### src/rtl/rst_seq_pkg.sv
package rst_seq_pkg;

  typedef enum logic [1:0] {
    ST_POR   = 2'd0,
    ST_RUN   = 2'd1,
    ST_PULSE = 2'd2
  } seq_state_e;

  // Cause register bit positions (software decodes these)
  localparam int EXT_BIT    = 0;
  localparam int POR_BIT    = 1;
  localparam int CAUSE_BASE = 2;

endpackage

### src/rtl/rst_seq_fsm.sv
module rst_seq_fsm
  import rst_seq_pkg::*;
#(
  parameter int POR_CYCLES   = 30000,
  parameter int PULSE_CYCLES = 8
) (
  input  logic       clk,
  input  logic       supply_ok,
  input  logic       any_req,
  output seq_state_e state_o,
  output logic       rst_n
);

  localparam int MAXC  = (POR_CYCLES > PULSE_CYCLES) ? POR_CYCLES : PULSE_CYCLES;
  localparam int CNT_W = $clog2(MAXC + 1);
  localparam logic [CNT_W-1:0] POR_LAST   = CNT_W'(POR_CYCLES - 1);
  localparam logic [CNT_W-1:0] PULSE_LAST = CNT_W'(PULSE_CYCLES - 1);

  seq_state_e       state_q;
  logic [CNT_W-1:0] cnt_q;

  // Supply low acts as the cold reset of this block
  always_ff @(posedge clk) begin
    if (!supply_ok) begin
      state_q <= ST_POR;
      cnt_q   <= '0;
    end else begin
      case (state_q)
        ST_POR: begin
          if (cnt_q == POR_LAST) begin
            state_q <= ST_RUN;
            cnt_q   <= '0;
          end else begin
            cnt_q <= cnt_q + 1'b1;
          end
        end
        ST_RUN: begin
          if (any_req) begin
            state_q <= ST_PULSE;
            cnt_q   <= '0;
          end
        end
        ST_PULSE: begin
          if (cnt_q == PULSE_LAST) begin
            state_q <= ST_RUN;
            cnt_q   <= '0;
          end else begin
            cnt_q <= cnt_q + 1'b1;
          end
        end
        default: begin
          state_q <= ST_POR;
          cnt_q   <= '0;
        end
      endcase
    end
  end

  assign state_o = state_q;
  assign rst_n   = (state_q == ST_RUN);

  // a returning supply always finds reset held
  a_r1_held_on_return: assert property (@(posedge clk) disable iff (!supply_ok)
    $rose(supply_ok) |-> !rst_n);

  // no release before the stretch count is complete
  a_r2_no_early_release: assert property (@(posedge clk) disable iff (!supply_ok)
    (state_q == ST_POR && cnt_q != POR_LAST) |=> !rst_n);

  // a warm pulse ends only after its full length
  a_r6_pulse_length: assert property (@(posedge clk) disable iff (!supply_ok)
    ($past(state_q) == ST_PULSE && rst_n) |-> $past(cnt_q) == PULSE_LAST);

endmodule

### src/rtl/rst_seq_flags.sv
module rst_seq_flags
  import rst_seq_pkg::*;
#(
  parameter int N_CAUSE = 3,
  localparam int SRC_W  = N_CAUSE + CAUSE_BASE
) (
  input  logic             clk,
  input  logic             supply_ok,
  input  seq_state_e       state_i,
  input  logic             ext_req,
  input  logic [N_CAUSE-1:0] cause_req,
  input  logic             mon_wr,
  input  logic             mon_wdata,
  output logic             any_req,
  output logic [SRC_W-1:0] src_flags,
  output logic             mon_en
);

  logic [SRC_W-1:0] req_vec;
  logic [SRC_W-1:0] winner;
  logic [SRC_W-1:0] src_q;
  logic             mon_q;
  logic             take;
  logic             power_up;

  assign req_vec[EXT_BIT] = ext_req;
  assign req_vec[POR_BIT] = 1'b0;
  for (genvar g = 0; g < N_CAUSE; g++) begin : g_cause_map
    assign req_vec[CAUSE_BASE + g] = cause_req[g];
  end

  // Lowest set position wins
  assign winner   = req_vec & (~req_vec + 1'b1);
  assign any_req  = |req_vec;
  assign take     = supply_ok && (state_i == ST_RUN) && any_req;
  assign power_up = !supply_ok || (state_i == ST_POR);

  always_ff @(posedge clk) begin
    if (power_up) begin
      src_q[POR_BIT] <= 1'b1;
      mon_q          <= 1'b1;
    end else if (take) begin
      src_q <= winner;
    end else if (state_i == ST_RUN && mon_wr) begin
      mon_q <= mon_wdata;
    end
  end

  assign src_flags = src_q;
  assign mon_en    = mon_q;

  // leaving power-up shows the flag and an enabled monitor
  a_r3_flag_on_release: assert property (@(posedge clk) disable iff (!supply_ok)
    ($past(state_i) == ST_POR && state_i == ST_RUN) |-> (src_q[POR_BIT] && mon_q));

  // a warm cause leaves exactly one bit, never the power-up flag
  a_r5_single_cause: assert property (@(posedge clk) disable iff (!supply_ok)
    take |=> ($countones(src_q) == 1 && !src_q[POR_BIT]));

  // no monitor change inside a warm pulse
  a_r9_mon_frozen: assert property (@(posedge clk) disable iff (!supply_ok)
    (state_i == ST_PULSE) |=> $stable(mon_q));

endmodule

### src/rtl/rst_seq_top.sv
module rst_seq_top
  import rst_seq_pkg::*;
#(
  parameter int POR_CYCLES   = 30000,
  parameter int PULSE_CYCLES = 8,
  parameter int N_CAUSE      = 3,
  parameter int VEC_W        = 16,
  parameter logic [VEC_W-1:0] RESTART_ADDR = '0
) (
  input  logic                    clk,
  input  logic                    supply_ok,
  input  logic                    ext_rst_req,
  input  logic [N_CAUSE-1:0]      cause_req,
  input  logic                    mon_wr,
  input  logic                    mon_wdata,
  output logic                    rst_n,
  output logic [VEC_W-1:0]        restart_vec,
  output logic                    mon_en,
  output logic [N_CAUSE+CAUSE_BASE-1:0] src_flags
);

  seq_state_e state;
  logic       any_req;

  rst_seq_fsm #(
    .POR_CYCLES  (POR_CYCLES),
    .PULSE_CYCLES(PULSE_CYCLES)
  ) u_fsm (
    .clk      (clk),
    .supply_ok(supply_ok),
    .any_req  (any_req),
    .state_o  (state),
    .rst_n    (rst_n)
  );

  rst_seq_flags #(
    .N_CAUSE(N_CAUSE)
  ) u_flags (
    .clk      (clk),
    .supply_ok(supply_ok),
    .state_i  (state),
    .ext_req  (ext_rst_req),
    .cause_req(cause_req),
    .mon_wr   (mon_wr),
    .mon_wdata(mon_wdata),
    .any_req  (any_req),
    .src_flags(src_flags),
    .mon_en   (mon_en)
  );

  assign restart_vec = RESTART_ADDR;

  // the restart address never moves across a reset
  a_r7_vector_steady: assert property (@(posedge clk) disable iff (!supply_ok)
    $fell(rst_n) |=> $stable(restart_vec));

endmodule

### config.mk
export PLATFORM = sky130hd
export DESIGN_NAME = rst_seq_top
export DESIGN_NICKNAME = d
export VERILOG_FILES = /design/src/rtl/rst_seq_pkg.sv /design/src/rtl/rst_seq_fsm.sv /design/src/rtl/rst_seq_flags.sv /design/src/rtl/rst_seq_top.sv
export SDC_FILE = /design/constraint.sdc
export NUM_CORES = 1
export LEC_CHECK = 0
export BUFFER_PORTS_ARGS = -buffer_cell sky130_fd_sc_hd__buf_2
export CORE_UTILIZATION = 47
export DETAILED_ROUTE_END_ITERATION = 7
export HOLD_SLACK_MARGIN = 0.05
export PLACE_DENSITY_LB_ADDON = 0.12
export SYNTH_ARGS = -nofsm -noshare
export SYNTH_HDL_FRONTEND = slang
export SYNTH_SLANG_ARGS = --single-unit
### constraint.sdc
create_clock -name clk -period 3.3 [get_ports clk]
set_input_delay 0.165 -clock clk [delete_from_list [all_inputs] [get_ports clk]]
set_output_delay 0.165 -clock clk [all_outputs]
set_load 0.1 [all_outputs]
Word level (Yosys, flattened, before mapping)
Index checks and enable logic that the tools add are counted.
{ "word_totals": {"romBits": 0, "wordCells": 36, "memories": 0, "reg_bits": 23, "output_inout_bits": 23, "latchBits": 0, "ram_bits": 0, "in_bits": 8} }
{ "op_classes": {"n_bitwise": 4, "n_lt_le_gt_ge": 0, "n_mux": 8, "n_shift": 0, "div_mod_pow": 0, "add_sub_neg": 2, "reduce_logical": 10, "eq_ne": 7, "multipliers": 0} }
{ "ops": {"columns": ["cell", "n"], "rows": [
  ["15-bit 2-to-1 mux", 3],
  ["15-bit case mux with 3 select lines", 1],
  ["15-bit by 1-bit adder with 15-bit output, second input constant", 1],
  ["15-bit equality test, second input constant", 1],
  ["15-bit by 3-bit equality test with 1-bit output, second input constant", 1],
  ["2-bit 2-to-1 mux", 3],
  ["2-bit case mux with 3 select lines", 1],
  ["5-bit by 1-bit adder with 5-bit output, second input constant", 1],
  ["5-bit bitwise AND", 1],
  ["5-bit inverter", 1],
  ["2-bit by 1-bit inequality test with 1-bit output, second input constant", 2],
  ["2-bit AND reduction", 2],
  ["4-bit OR reduction", 1],
  ["1-bit logical AND", 3],
  ["3-bit AND reduction", 1],
  ["2-bit by 1-bit equality test with 1-bit output, second input constant", 1],
  ["2-bit equality test, second input constant", 1],
  ["2-bit logical NOT", 1],
  ["2-bit inequality test, second input constant", 1],
  ["1-bit inverter", 2],
  ["1-bit logical NOT", 1],
  ["1-bit logical OR", 1]
]} }

Depth between registers and ports, before layout
{ "logic_depth": {"depth_word": 5, "ltp_mapped": 7, "ltp_nobuf": 6} }

Modules after synthesis
Synthesis repeated with hierarchy kept, for this count alone.
{ "hier_totals": {"cells_unflattened": 150, "hier_area_um2": 1347.5} }
{ "by_module_without_submodules": {"columns": ["module", "area_per_inst_um2", "seq_area_each_um2", "n_inst", "cells_per_inst"], "rows": [
  ["rst_seq_fsm", 958.4, 340.3, 1, 113],
  ["rst_seq_flags", 265.3, 160.2, 1, 20],
  ["rst_seq_top", 123.9, 0.0, 1, 17]
]} }

Worst setup path after synthesis
No wires, ideal clock.
{ "synth_timing": {"path_type": "flip-flop to flip-flop", "startpoint": "register u_fsm.state_q[1] (netlist: u_fsm.state_o[1])", "endpoint": "register u_flags.mon_q (netlist: u_flags.mon_en)", "arrival_ps": 1841, "path_stages_with_launch": 6, "period_less_slack_ps": 1968, "setup_time_ps": 127, "required_ps": 3173, "slack_ps": 1332, "n_path_buf": 0, "cell_sequence": "dfxtp_1 > nand2b_1 > inv_1 > nand3_2 > mux2_1 > or3_1"} }
{ "synth_via": {"elab_chain_len": 5, "elab_cells_between_ends": 8, "cone_classes": "eq/ne: 1; bitwise: 1; reduce/logical: 6"} }
{ "synth_lines": {"columns": ["element", "line_no", "source"], "rows": [
  ["start: declaration", "rst_seq_fsm.sv:19", "seq_state_e state_q;"],
  ["start signal: assignment", "rst_seq_fsm.sv:25", "state_q <= ST_POR;"],
  ["start signal: assignment", "rst_seq_fsm.sv:31", "state_q <= ST_RUN;"],
  ["start signal: assignment", "rst_seq_fsm.sv:39", "state_q <= ST_PULSE;"],
  ["2-bit by 1-bit equality test with 1-bit output (*)", null, null],
  ["via rst_n", "rst_seq_top.sv:16", "output logic rst_n,"],
  ["1-bit logical AND (2 in series)", "rst_seq_flags.sv:35", "assign take = supply_ok && (state_i == ST_RUN) && any_req;"],
  ["1-bit inverter (no line)", null, null],
  ["2-bit AND reduction (no line) (*)", null, null],
  ["end signal: assignment", "rst_seq_flags.sv:45", "mon_q <= mon_wdata;"],
  ["end: declaration", "rst_seq_flags.sv:22", "logic mon_q;"]
]} }
Mark *: on every way through the listed nets, which the timed path passes. The rest lies on a longest branch.
A chain may end at the register's enable or synchronous reset.

Worst setup path after layout
{ "layout_timing": {"startpoint": "register u_fsm.cnt_q[0]", "endpoint": "register u_fsm.cnt_q[7]"} }
{ "layout_via": {"elab_chain_len": 3, "elab_cells_between_ends": 6, "cone_classes": "add/sub: 1; eq/ne: 2; mux: 3"} }
{ "layout_lines": {"columns": ["element", "line_no", "source"], "rows": [
  ["start: declaration", "rst_seq_fsm.sv:20", "logic [CNT_W-1:0] cnt_q;"],
  ["start signal: assignment", "rst_seq_fsm.sv:34", "cnt_q <= cnt_q + 1'b1;"],
  ["start signal: assignment", "rst_seq_fsm.sv:48", "cnt_q <= cnt_q + 1'b1;"],
  ["15-bit by 1-bit adder with 15-bit output, or another cell as far along", "rst_seq_fsm.sv:34, rst_seq_fsm.sv:48", null],
  ["15-bit 2-to-1 mux (on tied branches)", "rst_seq_fsm.sv:44, rst_seq_fsm.sv:30", null],
  ["15-bit case mux with 3 select lines (*)", "rst_seq_fsm.sv:28", "case (state_q)"]
]} }
Every way passes the cells marked *; elsewhere a longest branch is shown, timed or not.

==> summary.txt <==
Run
  • Maxcap violations: 0

Clock network
  • CTS tree: yes
  • Clock Sinks: 23
  • Cts hold-fix bufs: 0
  • Clock root cell: clkbuf_4
  • Post-CTS Setup Bufs: 0
  • Clk_lat worst skew: 0.32 ns
  • Post-CTS Resized: 0
  • Htree depth: 1
  • Num CTS Buffers: 3
  • Clock Tree Buf Depth: 2
  • Clock transition at path regs: 0.14 ns

Timing
  • RSZ-0062 raised after global routing: no
  • Final setup violation count: 0
  • Slew Limit Fails: 0
  • Setup tns final: 0 ns
  • Clock period minus worst slack: 2.261 ns
  • Slew headroom: 34.92%
  • Fmax: 442.2 MHz
  • Worst slew pin tran: 0.9726 ns
  • Setup Skew: 0.01670 ns
  • Final hold vios: 0
  • Tcrit/Tclk final: 68.53%

Route
  • WL/cell: 12.69 µm
  • DRT Wirelength: 2525 µm
  • DRC errors left: 0
  • Antenna-violating nets left: 0
  • Vias per cell: 5.638
  • Pre-antenna DRT Iters: 4
  • DR iter-0 viols: 30
  • Routed via count: 1,122

GRT
  • Vias in the first global route: 891
  • Met1 Use GR: 24.29%
  • Gr ovfl total: 0
  • Pin count of the biggest net entering global routing: 26
  • M3 GR Usage: 3.333%
  • Initial antenna violation count: 0
  • First-pass GRT wire length: 3988 µm
  • Met2 Resource Use GR: 30.72%
  • Gr busiest metal: met2
  • GR Util All Layers: 18.90%

Finish
  • Layout Cells excl Fill: 199
  • # diodes: 0
  • Most common cell after layout, fill and taps aside: dfxtp_1
  • Final net count: 179
  • Area Overhead vs Synth: 2.876%
  • Share of cells above drive strength 1: 14.20%
  • Most frequent cells in the layout: dfxtp_1 (19), nand2_1 (18), nand3_1 (16), conb_1 (16), buf_2 (14)

Placed design
  • IO Port Bufs: 14
  • Inst Count DP: 195
  • GP Congestion: 0.8079
  • HPWL after DPL: 1770 µm

Logic synthesis
  • Dominant synthesized flop cell: dfxtp_1
  • Yosys warning total: 0
  • Register area share after synthesis: 38.35%
  • Netlist cell types: 42
  • EDFF count, synth: 4
  • Cells after Synth: 159
  • Syn avg cell area: 8.208 µm²
  • Async S/R FF share, synth: 0%
  • Post-synthesis cell area: 1305 µm²
  • Seq cells post-synth: 23

Floorplan
  • Die ar.: 2992 µm²
  • Initial Util: 51.28%
  • Core region area: 2545 µm²
  • IO Count: 31
  • Die Wd: 54.70 µm
  • Die height: 54.70 µm
  • # rows: 18

Setup path
  • Max FO, Critical Path: 25
  • Nature of the critical path endpoint: flop
  • Arr. time, crit path: 2.51 ns
  • Startpoint types: flop
  • Req. time, crit path: 3.55 ns
  • Crit Path Class: reg2reg

Pwr
  • LEAKAGE: 0.4747 nW
  • Worst vdd ir: 0.3459 mV
  • Cell Pwr Density: 438.8 nW/µm²

Outcome
  • Status: finished clean

Hold path
  • Hold WC Path Type: in2reg
[area by class of cell]
class / count / area, µm²
flip-flops and latches: 23 / 500.5
well taps: 30 / 37.54
multi-input cells: 124 / 693.2
clock buffers: 4 / 26.28
fillers: 239 / 1202
inverters: 4 / 15.01
repair buffers: 14 / 70.07
[metrics by stage]
stage                     power (mW)  util, %  setup WS, ns  hold slack, ns  instance area, µm²
final                         0.5892    52.75         1.039         0.09258                1343
after global routing          0.6115    52.75        0.9036         0.08432                1343
after CTS                     0.5944    52.75         1.044         0.07751                1343
after detailed placement      0.4597    51.72         1.066          0.4146                1316
after global placement        0.4566    51.72         1.161          0.4031                1316
after floorplan               0.4568        -         1.332          0.2436                1361
[flip-flops by register name (all words and copies together) (netlist names)]
signal / flops
u_fsm.state_o: 2
u_flags.mon_en: 1
u_fsm.cnt_q: 15
u_flags.src_flags: 5
[power by group]
| part | total (mW) | internal (mW) | switching [mW] |
|---|---|---|---|
| combinational | 0.151 | 0.0228 | 0.128 |
| sequential | 0.303 | 0.294 | 0.00860 |
| clock | 0.136 | 0.0473 | 0.0883 |
[critical path, cell delays in order, from the launching register on]
cell	delay [ns]
dfxtp_1	0.36
ha_1	0.25
nor4b_1	0.17
nand4_1	0.11
a22o_1	0.65
or3b_2	0.50
a31oi_1	0.15
[cell usage after synthesis (3+ instances only)]
library cell,n,area share (%)
dfxtp_1,19,29
nand2_1,18,5.2
buf_4,16,9.2
nand3_1,16,6.1
nor2_1,11,3.2
a31oi_1,8,3.8
o21ai_0,7,2.7
nand4_1,5,2.4
a21oi_1,4,1.5
edfxtp_1,4,9.2
inv_1,4,1.2
nand3b_1,4,2.3
nor3_1,4,1.5
clkbuf_2,3,1.2
nor2b_1,3,1.4
[routing by layer]
layer  routed length (µm)  up-vias
met5                    0        -
met4                   24        0
met3                   86        4
met2                 1197       26
met1                 1215      525
li1                     -      567
[final timing paths]
kind | startpoint | endpoint | slack [ns] | cells past startpoint
worst max-delay path | u_fsm.cnt_q[0] | u_fsm.cnt_q[7] | 1.04 | 6
worst min-delay path | supply_ok | u_flags.src_flags[1] | 0.09 | 2
worst max register to register | u_fsm.cnt_q[0] | u_fsm.cnt_q[7] | 1.04 | 6
worst min register to register | u_flags.src_flags[1] | u_flags.src_flags[1] | 0.51 | 2
[kinds of logic (layout without fill, tap and decap cells)]
kind of cell	after synthesis	count (layout)	synth area share, %
and+or+nand+nor	80	80	34.13
muxes	1	1	0.8628
adders and majority gates	1	1	0.9586
AOI/OAI and AO/OA	26	26	12.56
DFF	23	23	38.35
buffers and inverters	27	22	12.85
other	1	16	0.2874
(Power assumes the default switching activity.)
